==> src/rtl/sdma_pkg.sv <==
package sdma_pkg;

  localparam logic [7:0] OFF_ADDR = 8'h00;
  localparam logic [7:0] OFF_SIZE = 8'h04;
  localparam logic [7:0] OFF_MODE = 8'h0C;
  localparam logic [7:0] OFF_STAT = 8'h30;

  localparam int MODE_EN    = 0;
  localparam int MODE_CNT   = 1;
  localparam int MODE_DIR   = 4;
  localparam int MODE_MULTI = 5;

  localparam int STAT_DONE = 1;
  localparam int STAT_DMA  = 3;

  typedef enum logic [1:0] {
    ST_IDLE  = 2'd0,
    ST_RUN   = 2'd1,
    ST_PAUSE = 2'd2
  } engState_t;

  typedef struct packed {
    logic clrOffset;
    logic advance;
    logic blockEnd;
    logic raiseDma;
    logic raiseDone;
  } ctlStrobes_t;

endpackage

==> src/rtl/sdma_dpath.sv <==
module sdma_dpath
  import sdma_pkg::*;
#(
  parameter int ADDR_W        = 32,
  parameter int SIZE_W        = 12,
  parameter int BND_W         = 3,
  parameter int CNT_W         = 16,
  parameter int BND_BASE_LOG2 = 12,
  parameter int WORD_BYTES    = 4,
  parameter int REG_AW        = 8,
  parameter int REG_DW        = 32
) (
  input  logic               clk,
  input  logic               rstN,
  input  logic               regWe,
  input  logic [REG_AW-1:0]  regAddr,
  input  logic [REG_DW-1:0]  regWrData,
  input  logic [REG_AW-1:0]  rdAddr,
  output logic [REG_DW-1:0]  rdData,
  input  ctlStrobes_t        strobes,
  output logic [ADDR_W-1:0]  curAddr,
  output logic               dirToMem,
  output logic               startReq,
  output logic               addrWrite,
  output logic               beatLast,
  output logic               blockLast,
  output logic               boundaryHit,
  output logic               dmaInt,
  output logic               xferDone
);

  localparam int OFF_W   = SIZE_W + 1;
  localparam int BND_LSB = SIZE_W;
  localparam int CNT_LSB = REG_DW / 2;

  logic [SIZE_W-1:0] blkSize;
  logic [BND_W-1:0]  bndCode;
  logic [CNT_W-1:0]  blkCnt;
  logic [OFF_W-1:0]  byteOff;
  logic [OFF_W-1:0]  offNext;
  logic              modeEn, modeCnt, modeDir, modeMulti;
  logic [ADDR_W-1:0] nextAddr;
  logic [ADDR_W-1:0] bndMask;
  logic              wrSize, wrMode, wrStat;
  logic              unusedBits;

  assign addrWrite = regWe && (regAddr == REG_AW'(OFF_ADDR));
  assign wrSize    = regWe && (regAddr == REG_AW'(OFF_SIZE));
  assign wrMode    = regWe && (regAddr == REG_AW'(OFF_MODE));
  assign wrStat    = regWe && (regAddr == REG_AW'(OFF_STAT));
  assign startReq  = wrMode && regWrData[MODE_EN];
  assign unusedBits = ^regWrData;

  assign nextAddr    = curAddr + ADDR_W'(WORD_BYTES);
  assign bndMask     = (ADDR_W'(1) << (BND_BASE_LOG2 + int'(bndCode))) - ADDR_W'(1);
  assign boundaryHit = (nextAddr & bndMask) == '0;
  assign offNext     = byteOff + OFF_W'(WORD_BYTES);
  assign beatLast    = offNext >= OFF_W'(blkSize);
  assign blockLast   = !modeMulti || (modeCnt && (blkCnt <= CNT_W'(1)));
  assign dirToMem    = modeDir;

  // Address register: software write has priority over beat advance
  always_ff @(posedge clk or negedge rstN) begin
    if (!rstN)               curAddr <= '0;
    else if (addrWrite)      curAddr <= regWrData[ADDR_W-1:0];
    else if (strobes.advance) curAddr <= nextAddr;
  end

  always_ff @(posedge clk or negedge rstN) begin
    if (!rstN) begin
      blkSize <= '0;
      bndCode <= '0;
      blkCnt  <= '0;
    end else if (wrSize) begin
      blkSize <= regWrData[SIZE_W-1:0];
      bndCode <= regWrData[BND_LSB +: BND_W];
      blkCnt  <= regWrData[CNT_LSB +: CNT_W];
    end else if (strobes.blockEnd && modeCnt && (blkCnt != '0)) begin
      blkCnt  <= blkCnt - CNT_W'(1);
    end
  end

  always_ff @(posedge clk or negedge rstN) begin
    if (!rstN) begin
      modeEn    <= 1'b0;
      modeCnt   <= 1'b0;
      modeDir   <= 1'b0;
      modeMulti <= 1'b0;
    end else if (wrMode) begin
      modeEn    <= regWrData[MODE_EN];
      modeCnt   <= regWrData[MODE_CNT];
      modeDir   <= regWrData[MODE_DIR];
      modeMulti <= regWrData[MODE_MULTI];
    end
  end

  // Byte offset inside the current block
  always_ff @(posedge clk or negedge rstN) begin
    if (!rstN)                                   byteOff <= '0;
    else if (strobes.clrOffset || strobes.blockEnd) byteOff <= '0;
    else if (strobes.advance)                    byteOff <= offNext;
  end

  // Status flags: set wins over write-one-to-clear
  always_ff @(posedge clk or negedge rstN) begin
    if (!rstN) begin
      dmaInt   <= 1'b0;
      xferDone <= 1'b0;
    end else begin
      if (strobes.raiseDma)                      dmaInt <= 1'b1;
      else if (wrStat && regWrData[STAT_DMA])    dmaInt <= 1'b0;
      if (strobes.raiseDone)                     xferDone <= 1'b1;
      else if (wrStat && regWrData[STAT_DONE])   xferDone <= 1'b0;
    end
  end

  always_comb begin
    rdData = '0;
    case (rdAddr)
      REG_AW'(OFF_ADDR): rdData[ADDR_W-1:0] = curAddr;
      REG_AW'(OFF_SIZE): begin
        rdData[SIZE_W-1:0]       = blkSize;
        rdData[BND_LSB +: BND_W] = bndCode;
        rdData[CNT_LSB +: CNT_W] = blkCnt;
      end
      REG_AW'(OFF_MODE): begin
        rdData[MODE_EN]    = modeEn;
        rdData[MODE_CNT]   = modeCnt;
        rdData[MODE_DIR]   = modeDir;
        rdData[MODE_MULTI] = modeMulti;
      end
      REG_AW'(OFF_STAT): begin
        rdData[STAT_DONE] = xferDone;
        rdData[STAT_DMA]  = dmaInt;
      end
      default: rdData = '0;
    endcase
  end

endmodule

==> src/rtl/sdma_ctrl.sv <==
module sdma_ctrl
  import sdma_pkg::*;
(
  input  logic        clk,
  input  logic        rstN,
  input  logic        startReq,
  input  logic        addrWrite,
  input  logic        memGnt,
  input  logic        beatLast,
  input  logic        blockLast,
  input  logic        boundaryHit,
  output logic        memReq,
  output logic        paused,
  output ctlStrobes_t strobes
);

  engState_t state, stateNext;

  always_ff @(posedge clk or negedge rstN) begin
    if (!rstN) state <= ST_IDLE;
    else       state <= stateNext;
  end

  assign memReq = (state == ST_RUN);
  assign paused = (state == ST_PAUSE);

  always_comb begin
    strobes   = '0;
    stateNext = state;
    case (state)
      ST_IDLE: begin
        if (startReq) begin
          strobes.clrOffset = 1'b1;
          stateNext         = ST_RUN;
        end
      end
      ST_RUN: begin
        if (memGnt) begin
          strobes.advance = 1'b1;
          if (beatLast) strobes.blockEnd = 1'b1;
          if (beatLast && blockLast) begin
            strobes.raiseDone = 1'b1;
            stateNext         = ST_IDLE;
          end else if (boundaryHit) begin
            strobes.raiseDma = 1'b1;
            stateNext        = ST_PAUSE;
          end
        end
      end
      ST_PAUSE: begin
        if (addrWrite) stateNext = ST_RUN;
      end
      default: stateNext = ST_IDLE;
    endcase
  end

endmodule

==> src/rtl/sdma_engine.sv <==
module sdma_engine
  import sdma_pkg::*;
#(
  parameter int ADDR_W        = 32,
  parameter int SIZE_W        = 12,
  parameter int BND_W         = 3,
  parameter int CNT_W         = 16,
  parameter int BND_BASE_LOG2 = 12,
  parameter int WORD_BYTES    = 4,
  parameter int REG_AW        = 8,
  parameter int REG_DW        = 32
) (
  input  logic              clk,
  input  logic              rstN,
  input  logic              regWe,
  input  logic [REG_AW-1:0] regAddr,
  input  logic [REG_DW-1:0] regWrData,
  input  logic [REG_AW-1:0] rdAddr,
  output logic [REG_DW-1:0] rdData,
  output logic              memReq,
  input  logic              memGnt,
  output logic [ADDR_W-1:0] memAddr,
  output logic              memWr
);

  ctlStrobes_t strobes;
  logic startReq, addrWrite, beatLast, blockLast, boundaryHit;
  logic dmaInt, xferDone, paused;

  sdma_dpath #(
    .ADDR_W(ADDR_W), .SIZE_W(SIZE_W), .BND_W(BND_W), .CNT_W(CNT_W),
    .BND_BASE_LOG2(BND_BASE_LOG2), .WORD_BYTES(WORD_BYTES),
    .REG_AW(REG_AW), .REG_DW(REG_DW)
  ) dpath_i (
    .clk(clk), .rstN(rstN), .regWe(regWe), .regAddr(regAddr),
    .regWrData(regWrData), .rdAddr(rdAddr), .rdData(rdData),
    .strobes(strobes), .curAddr(memAddr), .dirToMem(memWr),
    .startReq(startReq), .addrWrite(addrWrite), .beatLast(beatLast),
    .blockLast(blockLast), .boundaryHit(boundaryHit),
    .dmaInt(dmaInt), .xferDone(xferDone)
  );

  sdma_ctrl ctrl_i (
    .clk(clk), .rstN(rstN), .startReq(startReq), .addrWrite(addrWrite),
    .memGnt(memGnt), .beatLast(beatLast), .blockLast(blockLast),
    .boundaryHit(boundaryHit), .memReq(memReq), .paused(paused),
    .strobes(strobes)
  );

endmodule

==> config.mk <==
export PLATFORM = sky130hd
export DESIGN_NAME = sdma_engine
export DESIGN_NICKNAME = d
export VERILOG_FILES = /design/src/rtl/sdma_pkg.sv /design/src/rtl/sdma_dpath.sv /design/src/rtl/sdma_ctrl.sv /design/src/rtl/sdma_engine.sv
export SDC_FILE = /design/constraint.sdc
export NUM_CORES = 1
export LEC_CHECK = 0
export ABC_AREA = 0
export BUFFER_PORTS_ARGS = -buffer_cell sky130_fd_sc_hd__buf_2
export CAP_MARGIN = 40
export CORE_UTILIZATION = 40
export DETAILED_ROUTE_END_ITERATION = 6
export SYNTH_ARGS = -nofsm -noshare
export SYNTH_HDL_FRONTEND = slang
export SYNTH_SLANG_ARGS = --single-unit
==> constraint.sdc <==
create_clock -name clk -period 2.9 [get_ports clk]
set_input_delay 0.725 -clock clk [delete_from_list [all_inputs] [get_ports clk]]
set_output_delay 0.725 -clock clk [all_outputs]
set_load 0.02 [all_outputs]
=== Word level (Yosys, flattened, before mapping) ===
Index checks and enable logic that the tools add are counted.

* Flip-flop bits (word level): 84
* Output and inout port bits: 66
* Word-level logic and storage cells: 90

* $add $sub $neg: 5
* $lt $le $gt $ge: 2
* Equality and inequality tests: 12
* Shifts and indexed selects: 1
* Mux-type cells: 32
* Bitwise gates (word level): 1
* Reduce and logical (&&, ||, !) cells: 25

{| class="wikitable"
|+ Operators with widths
! kind !! count
|-
| $mux 32 || 2
|-
| $add 32x3->32 const B || 1
|-
| $and 32x32->32 || 1
|-
| $logic_not 32->1 || 1
|-
| $mux 16 || 2
|-
| $pmux 16 s2 || 1
|-
| $shl 1x32->32 const A || 1
|-
| $sub 32x2->32 const B || 1
|-
| $mux 13 || 2
|-
| $pmux 9 s2 || 1
|-
| $eq 8x3->1 const B || 2
|-
| $eq 8x4->1 const B || 2
|-
| $eq 8x6->1 const B || 2
|-
| $le 16x1->1 const B || 1
|-
| $logic_not 8->1 || 2
|-
| $reduce_bool 16->1 || 1
|-
| $sub 16x1->16 const B || 1
|-
| $add 13x3->13 const B || 1
|-
| $ge 13x12->1 || 1
|-
| $pmux 2 s3 || 2
|-
| $logic_and 1x1->1 || 11
|-
| $mux 1 || 11
|-
| $mux 2 || 5
|-
| $reduce_bool 2->1 || 5
|-
| 14 further kinds || 18
|}

=== Depth between registers and ports, before layout ===
Gate-level depths: netlist of the first run.

* Depth after elaboration: 13
* Mapped depth: 14
* Depth with buffers taken out: 12

=== Modules after synthesis ===
Synthesis of the first run repeated with hierarchy kept, for this count alone.

* Cell total of the unflattened synthesis: 606
* Area, all modules: 5213.8 um2

{| class="wikitable"
|+ Modules (own cells, without submodules)
! module !! instances !! cells each !! area each (um2)
|-
| sdma_dpath || 1 || 589 || 5059.9
|-
| sdma_ctrl || 1 || 17 || 153.9
|}

=== Worst setup path after synthesis of the first run ===
OpenSTA, ideal clock, no wires.

* Kind: reg2reg
* Start: register dpath_i.byteOff[2]
* End: register dpath_i.blkCnt[13]
* Library setup time: 82 ps
* Arrival time: 3118 ps
* Slack: -300 ps
* Stages on the path, launching flop included: 12
* Clock period less this slack: 3200 ps
* Path through: dfrtp_1 -> ha_1 -> nand4_2 -> o21a_1 -> or2_2 -> ha_1 -> o21a_1 -> o211ai_1 -> a211oi_2 -> nor2_1 -> or4_1 -> a31oi_1

* Longest elaborated chain between the ends: 8

{| class="wikitable"
|+ RTL lines
! element !! RTL line !! RTL
|-
| start: declaration || sdma_dpath.sv:39 || <nowiki>logic [OFF_W-1:0] byteOff;</nowiki>
|-
| start signal: assignment || sdma_dpath.sv:101 || <nowiki>else if (strobes.advance) byteOff <= offNext;</nowiki>
|-
| $add 13x3->13 || sdma_dpath.sv:57 || <nowiki>assign offNext = byteOff + OFF_W'(WORD_BYTES);</nowiki>
|-
| $ge 13x12->1 || sdma_dpath.sv:58 || <nowiki>assign beatLast = offNext >= OFF_W'(blkSize);</nowiki>
|-
| $mux 1 || sdma_ctrl.sv:40 || <nowiki>if (beatLast) strobes.blockEnd = 1'b1;</nowiki>
|-
| $mux 4 || sdma_ctrl.sv:38 || <nowiki>if (memGnt) begin</nowiki>
|-
| $mux 4 || sdma_ctrl.sv:30 || <nowiki>case (state)</nowiki>
|-
| $logic_and 1x1->1 (2 in series) || sdma_dpath.sv:78 || <nowiki>end else if (strobes.blockEnd && modeCnt && (blkCnt != '0)) begin</nowiki>
|-
| $reduce_bool 2->1 (no line) || -- ||
|-
| end signal: assignment || sdma_dpath.sv:77 || <nowiki>blkCnt <= regWrData[CNT_LSB +: CNT_W];</nowiki>
|-
| end signal: assignment || sdma_dpath.sv:79 || <nowiki>blkCnt <= blkCnt - CNT_W'(1);</nowiki>
|-
| end: declaration || sdma_dpath.sv:38 || <nowiki>logic [CNT_W-1:0] blkCnt;</nowiki>
|}

No other way between the ends.
A chain may end at the register's enable or synchronous reset.

=== Worst setup path after layout of the first run ===
* Start: register dpath_i.byteOff[3]
* End: register dpath_i.blkCnt[3]

Same word-level chain as after synthesis.

==> impl_metrics.py, run 1 <==
metrics = {
    "grt": {
        "grt_pass1_vias": 5250,
        "grt_use_total_pct": 24.6,
        "antenna_found_initial": 0,
        "grt_first_pass_wirelength_um": 26900,
        "grt-ovfl-total": 0,
        "grt_start_max_net_pins": 56,
    },
    "power_and_ir_drop": {
        "irDropWorstVdd_v": 0.000367,
        "leakagePower_nw": 3.41,
        "power.density_mw_per_mm2": 527,
    },
    "floorplan": {
        "die_x_um": 118,
        "die_h_um": 118,
        "core_sq_mm": 0.0132,
        "die_area_sq_mm": 0.0140,
        "initial_core_util_pct": 41.0,
        "num_rows": 42,
        "ioPinCount": 118,
    },
    "layout": {
        "layout.nets": 847,
        "final_cells": 960,
        "final_util_pct": 54.6,
        "final_cell_mix": "buf_2, dfrtp_1, nand2_1",
        "drive_above_1_share_pct": 31.8,
        "n_fill_cell": 1233,
        "antenna_cells": 0,
        "register_area_sq_mm": 0.00205,
        "layout_commonest_cell": "buf_2",
        "syn2layout_area_growth_pct": 33.3,
        "multi_input_area_sq_mm": 0.00336,
    },
    "timing": {
        "period_needed_ns": 3.01,
        "worst_slack_ns": -0.107,
        "slew_headroom_pct": 46.2,
        "worst_slew_pin_slew_ns": 0.804,
        "period_share_pct": 104,
        "setup_violations": 22,
        "fmax_mhz": 333,
        "grt_setup_unrepaired": "true",
        "finClkSkew_ns": 0.00493,
        "drv_slew": 0,
        "hold_viol_final": 0,
    },
    "worst_setup_path": {
        "crit_path_end": "dpath_i.blkCnt[3]",
        "reg2reg_depth": 13,
        "reg2reg_to": "dpath_i.blkCnt[3]",
        "reg2reg_slack_ns": -0.11,
        "cp.arrival_ns": 3.24,
        "start_kind": "register",
        "cp.required_ns": 3.13,
        "end_kind": "register",
        "path_max_fanout": 7,
        "cp-startpoint": "dpath_i.byteOff[3]",
        "setup.worst_path.class": "reg2reg",
        "r2r_start": "dpath_i.byteOff[3]",
    },
    "placed_design": {
        "dp_cells": 924,
        "gp_congestion": 0.857,
        "dp_hpwl_um": 12100,
        "io_buffers": 117,
    },
    "yosys": {
        "yosys-top-cells-area": "dfrtp_1, a22o_1, nand2_1",
        "synth_area_sq_mm": 0.00540,
        "yosys.area.top_type": "dfrtp_1",
        "ys_warn_count": 0,
        "ys_types": 63,
        "synth_cells": 623,
        "async_flop_share_pct": 100,
        "synth_fp_nets": 690,
        "synth_edf_count": 0,
        "ys_ff_latch": 82,
        "yosys.area.top_type_share_pct": 38.0,
        "syn_avg_cell_area_sq_um": 8.67,
        "ys_seq_area_share_pct": 38.0,
        "synthFlopType": "dfrtp_1",
    },
    "clocking": {
        "clockRootBuffer": "clkbuf_16",
        "cts_tree": "built",
        "clock_sinks": 82,
        "clk_pin_slew_ns": 0.06,
        "cts.htree.levels": 3,
        "clkLatencyLatePin_ns": 0.35,
        "ctsLongestPathBuffers": 2,
        "cts_hold_buf": 0,
        "numCtsBuffers": 9,
    },
    "run": {
        "cap_violations": 0,
    },
    "drt": {
        "wl_per_cell_um": 17.8,
        "dr.pass1.iters": 5,
        "viasPerCell": 5.66,
        "drt_iter0_drc": 276,
        "final_antenna_net_count": 0,
        "drc": 0,
        "routed_wl_um": 17100,
        "via_count": 5434,
    },
    "status": {
        "violations": "setup timing",
        "run_status": "complete, but fails checks",
    },
    "hold_path": {
        "hold_class": "in2async",
    },
}
power by group:
part | switching [mW] | leakage, nW | internal [mW]
logic | 0.660 | 2.22 | 0.522
clock network | 0.465 | 0.142 | 0.684
registers | 0.193 | 1.05 | 1.27
total | 1.32 | 3.41 | 2.48
cell usage after synthesis (all sizes together), types with 5 or more instances:
cell type	instances
nand3b	7
nor3	11
buf	16
and3	8
o21a	6
nand4	15
nor2	68
o21ai	36
or3	9
a31oi	12
mux2	7
nand3	17
clkbuf	25
or4	10
nor4	11
o31ai	5
o211ai	6
nand2	69
a22o	31
nor3b	5
ha	15
dfrtp	82
xnor2	25
inv	22
and4	6
a21oi	32
xor2	20
metrics by stage:
step / setup WS (ns) / hold slack (ns) / cell area, sq um / power, mW / setup TNS (ns)
2_1_floorplan: -0.00775 / 0.429 / 5470 / 2.08 / -0.00775
3_3_place_gp: -0.125 / 0.491 / 6490 / 2.52 / -0.883
3_5_place_dp: -0.223 / 0.505 / 6490 / 2.55 / -2.19
4_1_cts: -0.0558 / 0.461 / 7040 / 3.76 / -0.0796
5_1_grt: -0.225 / 0.489 / 7200 / 3.98 / -4.19
6_report: -0.107 / 0.426 / 7200 / 3.80 / -1.08
how the worst min path moves through the flow:
stage | startpoint | end | slack (ns) | cells after the start
6_report | rstN | dpath_i.curAddr[27] | 0.43 | 1
5_1_grt | rstN | dpath_i.curAddr[27] | 0.49 | 1
4_1_cts | rstN | dpath_i.curAddr[27] | 0.46 | 1
3_5_place_dp | dpath_i.modeEn | dpath_i.modeEn | 0.51 | 1
3_3_place_gp | dpath_i.modeEn | dpath_i.modeEn | 0.49 | 1
2_1_floorplan | rstN | ctrl_i.state[0] | 0.43 | 0
sequential cells by signal (all words and copies together) (netlist names):
register and cells:
dpath_i.curAddr 32, dpath_i.blkCnt 16, dpath_i.blkSize 12, dpath_i.byteOff 11, dpath_i.bndCode 3, ctrl_i.state 2, dpath_i.dirToMem 1, dpath_i.dmaInt 1
dpath_i.modeCnt 1, dpath_i.modeEn 1, dpath_i.modeMulti 1, dpath_i.xferDone 1
worst max-delay path, stage by stage, from the launching register on:
cell	delay (ns)
dfrtp_1	0.42
nand2_2	0.09
nor2_4	0.15
and3_4	0.22
and3_4	0.20
xor2_2	0.19
ha_1	0.28
o21ai_1	0.08
nor2_1	0.05
or4_1	0.42
buf_6	0.16
o211ai_1	0.27
xnor2_1	0.11
mux2_4	0.26
layer usage:
metal / track usage (%) / vias up / part of all wire [%]
met4: 10.5 / 0 / 2.7
met1: 31.8 / 2647 / 43
met5: 0 / - / 0
met3: 2.99 / 31 / 4.4
li1: - / 2581 / -
met2: 41.4 / 175 / 50
cell type report:
class,count,area share (%)
Multi-Input combinational cell,480,46.7
Inverter,22,1.15
Clock buffer,12,3.42
Tap cell,176,3.06
Clock inverter,3,0.556
Sequential cell,82,28.5
Timing Repair Buffer,185,16.6
cell families (layout without fill, tap and decap cells):
| family | Yosys count | after routing | synth area share [%] |
|---|---|---|---|
| adders and majority gates | 15 | 15 | 3.47 |
| DFF | 82 | 82 | 38.0 |
| AOI/OAI and AO/OA | 156 | 158 | 19.8 |
| muxes | 11 | 11 | 2.20 |
| xor gates and xnor gates | 45 | 45 | 7.29 |
| and+or+nand+nor | 251 | 251 | 24.5 |
| buffers and inverters | 63 | 222 | 4.82 |
timing repair:
item                                    in CTS  in global routing
gates cloned                                 2                  0
setup buffers                               15                  5
resized for setup                           27                 28
endpoints found under the setup margin      21                 60
pin swaps                                   19                 28
Power figures use the tool's default switching activity.
==> run 2: changes to the inputs <==
- GPL_TIMING_DRIVEN: default -> 0
- SETUP_SLACK_MARGIN: default -> 0.3
- SYNTH_HIERARCHICAL: default -> 1
==> run 2 against run 1 <==
Against the previous run:
- the flow still finishes with violations (setup timing)
- cell count decreased by 0.94%
- critical path depth increased by 2
- power decreased by 1.2%
- largest cell class unchanged
- sequential power decreased by 3%
- clock power increased by 17%
- die area decreased by 3.5%
- largest power group unchanged
- sequential share of layout area decreased by 1.1 points
- critical path type unchanged
- register-to-register slack got worse by 0.26 ns
- global-route usage increased by 2.2 points
- first-iteration DRC count increased by 40%
- final area increased by 3.8%
- core utilization increased by 4.4 points
==> impl_metrics.py, run 2 <==
metrics = {
    "clocking": {
        "ctsLongestPathBuffers": 2,
        "cts_tree": "built",
        "clock_sinks": 82,
        "clockRootBuffer": "clkbuf_16",
        "clk_pin_slew_ns": 0.07,
        "numCtsBuffers": 9,
        "clkLatencyLatePin_ns": 0.36,
        "cts.htree.levels": 3,
    },
    "grt": {
        "grt_first_pass_wirelength_um": 26800,
        "grt_start_max_net_pins": 58,
        "grt_use_total_pct": 26.8,
        "grt_pass1_vias": 5037,
        "antenna_found_initial": 0,
        "grt-ovfl-total": 0,
    },
    "timing": {
        "worst_slack_ns": -0.371,
        "drv_slew": 0,
        "finClkSkew_ns": 0.00919,
        "period_share_pct": 113,
        "grt_setup_unrepaired": "true",
        "slew_headroom_pct": 54.6,
        "holdWs_ns": 0.285,
        "setup_violations": 29,
        "period_needed_ns": 3.27,
        "worst_slew_pin_slew_ns": 0.681,
        "fmax_mhz": 306,
        "hold_viol_final": 0,
    },
    "hold_path": {
        "hold_class": "in2async",
    },
    "worst_setup_path": {
        "start_kind": "register",
        "r2r_start": "dpath_i/byteOff[2]",
        "reg2reg_to": "dpath_i/blkCnt[10]",
        "cp.arrival_ns": 3.49,
        "setup.worst_path.class": "reg2reg",
        "end_kind": "register",
        "path_max_fanout": 3,
        "reg2reg_depth": 15,
        "reg2reg_slack_ns": -0.37,
        "cp.required_ns": 3.12,
    },
    "yosys": {
        "syn_avg_cell_area_sq_um": 8.60,
        "ys_warn_count": 6,
        "post-synth-top-count-cell": "nand2_1",
        "yosys-top-cells-area": "dfrtp_1, xor2_1, nand2_1",
        "synth_area_sq_mm": 0.00521,
        "yosys.area.top_type": "dfrtp_1",
        "synth_top_cells_by_count": "nand2_1, dfrtp_1, nor2_1",
        "synth_compound_area_share_pct": 15.3,
        "synth_cells": 606,
        "ys_ff_latch": 82,
        "ys_types": 62,
        "synth_top_family_by_area": "simple AND/OR/NAND/NOR gates",
        "synth_simple_gate_area_share_pct": 24.9,
        "synth_adder_area_share_pct": 3.36,
        "async_flop_share_pct": 100,
        "synth_fp_nets": 672,
        "ys_seq_area_share_pct": 39.4,
        "synth_edf_count": 0,
        "synth_mux_area_share_pct": 1.03,
        "synthFlopType": "dfrtp_1",
        "yosys.area.top_type_share_pct": 39.4,
        "yosys.area_share.xor_xnor_pct": 11.8,
    },
    "layout": {
        "drive_above_1_share_pct": 33.4,
        "multi_input_area_sq_mm": 0.00328,
        "largest_reg_flops": 32,
        "layout.nets": 840,
        "top_regs": "dpath_i/curAddr: 32 flops, dpath_i/blkCnt: 16 flops, dpath_i/blkSize: 12 flops",
        "final_cell_mix": "nand2_1, buf_2, dfrtp_1",
        "register_area_sq_mm": 0.00205,
        "layout_commonest_cell": "nand2_1",
        "antenna_cells": 0,
        "n_fill_cell": 1136,
        "syn2layout_area_growth_pct": 43.5,
        "top_register": "dpath_i/curAddr",
        "final_util_pct": 59.0,
    },
    "run": {
        "cap_violations": 0,
    },
    "floorplan": {
        "die_h_um": 116,
        "die_x_um": 116,
        "core_sq_mm": 0.0127,
        "die_area_sq_mm": 0.0135,
        "initial_core_util_pct": 41.1,
        "ioPinCount": 118,
        "num_rows": 41,
    },
    "power_and_ir_drop": {
        "power.density_mw_per_mm2": 501,
        "finalPower_mw": 3.75,
        "switching_power_mw": 1.23,
        "power.internal_mw": 2.52,
        "p_clk_share_pct": 35.7,
        "leakagePower_nw": 3.51,
        "swShare_pct": 32.7,
        "irDropWorstVdd_v": 0.000369,
        "p_seq_share_pct": 38.0,
        "p_comb_share_pct": 26.3,
    },
    "status": {
        "run_status": "complete, but fails checks",
        "violations": "setup timing",
    },
    "drt": {
        "dr.pass1.iters": 5,
        "viasPerCell": 5.54,
        "wl_per_cell_um": 18.5,
        "final_antenna_net_count": 0,
        "drt_iter0_drc": 386,
        "drc": 0,
        "routed_wl_um": 17600,
        "via_count": 5266,
    },
    "placed_design": {
        "gp_congestion": 0.862,
        "io_buffers": 117,
        "dp_hpwl_um": 11900,
        "place_worst_setup_slack_ns": -0.555,
    },
}
run 2: area by class of cell:
type	count	share of cell area, %
flip-flops and latches	82	27.4
repair buffers	156	16.5
inverters	21	1.05
well taps	172	2.88
multi-input cells	469	43.9
clock inverters	7	1.57
plain buffers	35	3.68
clock buffers	9	3.01
run 2: through the flow:
step	std cells	area (sq um)	setup TNS [ns]
global placement	895	6050	-18.44
global route	951	7480	-10.16
CTS	938	7240	-7.16
detailed placement	897	6090	-19.67
floorplan	606	5250	-0.568
finish	951	7480	-7.10
run 2: cell families (layout without fill, tap and decap cells):
kind of cell,Yosys count,in the layout
flip-flops,82,82
buffers and inverters,56,228
XOR/XNOR,70,70
adder cells (fa/ha/maj),14,14
AND/OR/NAND/NOR,258,258
AO/OA/AOI/OAI,121,122
multiplexers,5,5
run 2: metal layers:
layer / part of all wire [%] / GRT usage (%) / vias to the layer above
li1: - / - / 2461
met1: 43 / 34.5 / 2602
met2: 49 / 44.9 / 179
met3: 5.5 / 3.58 / 24
met4: 2.5 / 12.1 / 0
met5: 0 / 0 / -
run 2: power groups by stage:
| stage | Clock, mW | Sequential, mW | Combinational, mW |
|---|---|---|---|
| floorplan | 0 | 1.45 | 0.509 |
| global placement | 0 | 1.43 | 0.815 |
| detailed placement | 0 | 1.44 | 0.837 |
| CTS | 1.36 | 1.42 | 0.932 |
| global route | 1.41 | 1.44 | 1.07 |
| finish | 1.34 | 1.43 | 0.985 |
run 2: how the worst max path moves through the flow:
stage,depth (start not counted),endpoint,start
global placement,15,dpath_i/blkCnt[13],dpath_i/byteOff[2]
global route,15,dpath_i/blkCnt[10],dpath_i/byteOff[2]
detailed placement,15,dpath_i/blkCnt[13],dpath_i/byteOff[2]
CTS,15,dpath_i/blkCnt[10],dpath_i/byteOff[3]
finish,15,dpath_i/blkCnt[10],dpath_i/byteOff[2]
floorplan,15,dpath_i/blkCnt[10],dpath_i/byteOff[2]
run 2: critical path, stage by stage, from the launching register on:
cell,delay [ns]
dfrtp_1,0.39
ha_2,0.20
and3_4,0.18
and3_4,0.18
and3_4,0.18
xor2_1,0.14
ha_1,0.32
a211oi_2,0.07
o211ai_1,0.09
a311o_1,0.26
and2_4,0.20
nand3_2,0.07
a21o_4,0.20
or4_4,0.41
xor2_1,0.16
o21ai_1,0.07
run 2: what timing repair did:
action	4_1_cts	5_1_grt
cloned	5	2
pin swaps	56	24
endpoints found under the setup margin	66	66
hold buffers	0	0
buffers inserted	20	11
gates resized for setup	159	30
==> run 3: changes to the inputs <==
- PLACE_DENSITY: default -> 0.7
==> run 3 against run 2 <==
Against the previous run:
- the run still ends with setup timing left
- final area rose by 0.67%
- routed wire length grew 4.0%
- first-iteration DRC count up 28%
- critical path type unchanged
- register-to-register slack about the same
- largest power group unchanged
- clock power is 12% lower
==> impl_metrics.py, run 3 (synthesis results as in run 2) <==
metrics = {
    "floorplan": {
        "die_x_um": 116,
        "core_sq_mm": 0.0127,
        "initial_core_util_pct": 41.1,
        "die_h_um": 116,
        "num_rows": 41,
        "ioPinCount": 118,
        "die_area_sq_mm": 0.0135,
    },
    "layout": {
        "top_register": "dpath_i/curAddr",
        "antenna_cells": 0,
        "layout_commonest_cell": "nand2_1",
        "layout.nets": 842,
        "top_regs": "dpath_i/curAddr: 32 flops, dpath_i/blkCnt: 16 flops, dpath_i/blkSize: 12 flops",
        "final_util_pct": 59.4,
        "n_fill_cell": 1085,
        "drive_above_1_share_pct": 33.9,
        "largest_reg_flops": 32,
        "syn2layout_area_growth_pct": 44.4,
        "final_cell_mix": "nand2_1, buf_2, dfrtp_1",
    },
    "grt": {
        "grt_pass1_vias": 5372,
        "grtUsageMet1_pct": 33.1,
        "grt_use_total_pct": 27.4,
        "grt-ovfl-total": 0,
        "antenna_found_initial": 0,
        "top_usage_layer": "met2",
        "grt_start_max_net_pins": 61,
        "grt_first_pass_wirelength_um": 27400,
        "grtUsageMet2_pct": 46.3,
        "use_met3_pct": 4.98,
    },
    "clocking": {
        "clk_pin_slew_ns": 0.07,
        "clockRootBuffer": "clkbuf_16",
        "clkLatencyLatePin_ns": 0.36,
        "ctsLongestPathBuffers": 2,
        "numCtsBuffers": 9,
        "cts_hold_buf": 0,
        "clock_sinks": 82,
        "cts.htree.levels": 3,
        "cts_tree": "built",
    },
    "timing": {
        "hold_viol_final": 0,
        "grt_setup_unrepaired": "true",
        "worst_slack_ns": -0.371,
        "fmax_mhz": 306,
        "drv_slew": 0,
        "fin_setup_tns_ns": -6.75,
        "setup_violations": 30,
        "period_share_pct": 113,
        "finClkSkew_ns": 0.0104,
        "holdWs_ns": 0.267,
        "period_needed_ns": 3.27,
        "worst_slew_pin_slew_ns": 0.661,
        "slew_headroom_pct": 56.0,
    },
    "run": {
        "cap_violations": 0,
    },
    "worst_setup_path": {
        "slowest_stage": "or4_4",
        "setup.worst_path.class": "reg2reg",
        "end_kind": "register",
        "cp_num_cells": 15,
        "cp_common_cell": "and3_4",
        "crit_family": "simple AND/OR/NAND/NOR gates",
        "start_kind": "register",
        "critPathMaxStageDelay_ns": 0.42,
        "cp_num_buf_inv": 0,
        "path_max_fanout": 3,
        "cp.arrival_ns": 3.49,
        "worstPathCellList": "ha_2 -> and3_4 -> and3_4 -> and3_4 -> xor2_2 -> ha_1 -> a211oi_2 -> o211ai_1 -> a311o_1 -> and2_4 -> nand3_2 -> a21o_4 -> or4_4 -> xor2_1 -> o21ai_1",
        "cp.required_ns": 3.12,
        "reg2reg_depth": 15,
    },
    "power_and_ir_drop": {
        "leakagePower_nw": 3.55,
        "power.density_mw_per_mm2": 481,
        "finalPower_mw": 3.62,
        "irDropWorstVdd_v": 0.000353,
    },
    "hold_path": {
        "hold_class": "in2async",
    },
    "drt": {
        "drc": 0,
        "routed_wl_um": 18300,
        "viasPerCell": 5.72,
        "drt_iter0_drc": 493,
        "final_antenna_net_count": 0,
        "dr.pass1.iters": 6,
        "wl_per_cell_um": 19.2,
        "via_count": 5449,
    },
    "placed_design": {
        "dp_hpwl_um": 12200,
        "gp_congestion": 0.870,
        "io_buffers": 117,
        "place_worst_setup_slack_ns": -0.542,
    },
    "status": {
        "violations": "setup timing",
        "run_status": "complete, but fails checks",
    },
}
-- run 3: cell types whose count changed in the layout (fill, tap and decap cells not counted), moves of 3 or more --
| cell | change |
|---|---|
| nor3_2 | -3 |
| clkbuf_2 | +4 |
| o21ai_1 | +3 |
| buf_8 | +4 |
| o21ai_0 | -3 |
| nor3_4 | +3 |
-- run 3: metrics by stage --
step | instance area [sq um] | instances
2_1_floorplan | 5250 | 606
3_3_place_gp | 6050 | 895
3_5_place_dp | 6090 | 897
4_1_cts | 7190 | 941
5_1_grt | 7530 | 953
6_report | 7530 | 953
-- run 3: cell type report --
| cell class | count | area [sq um] | area share, % |
|---|---|---|---|
| Clock buffer | 10 | 229 | 3.04 |
| Clock inverter | 6 | 66.3 | 0.881 |
| Sequential cell | 82 | 2050 | 27.2 |
| Inverter | 21 | 78.8 | 1.05 |
| Multi-Input combinational cell | 468 | 3290 | 43.7 |
| Tap cell | 172 | 215 | 2.86 |
| Timing Repair Buffer | 159 | 1320 | 17.5 |
| Buffer | 35 | 282 | 3.74 |
-- run 3: layer usage --
layer  wire length (um)  part of all wire, %
met1               7260                   40
met5                  0                    0
met4                664                  3.6
met2               9120                   50
met3               1260                  6.9
-- run 3: final timing paths --
kind	slack, ns	from	to
min	0.27	rstN	dpath_i/curAddr[25]
min reg2reg	0.50	dpath_i/modeEn	dpath_i/modeEn
max	-0.37	dpath_i/byteOff[2]	dpath_i/blkCnt[10]
max reg2reg	-0.37	dpath_i/byteOff[2]	dpath_i/blkCnt[10]
min in group clk	0.50	dpath_i/modeEn	dpath_i/modeEn
max in group asynchronous	2.02	rstN	dpath_i/byteOff[12]
-- run 3: where the power goes --
part | total [mW] | internal (mW) | switching (mW)
sequential | 1.43 | 1.26 | 0.165
combinational | 1.01 | 0.439 | 0.574
clock | 1.18 | 0.671 | 0.509
total | 3.62 | 2.37 | 1.25
-- run 3: what timing repair did --
action | in CTS | in global routing
gates cloned | 4 | 2
setup buffers | 24 | 10
pin swaps | 35 | 37
endpoints found under the setup margin | 67 | 79
gates resized for setup | 149 | 64
-- run 3: worst reg2reg max path: cells and delay by family (launching register included) --
family,cells,cell delay (ns)
AOI/OAI and AO/OA,5,0.69
xor gates and xnor gates,2,0.31
adders and majority gates,2,0.52
DFF,1,0.38
and+or+nand+nor,6,1.24
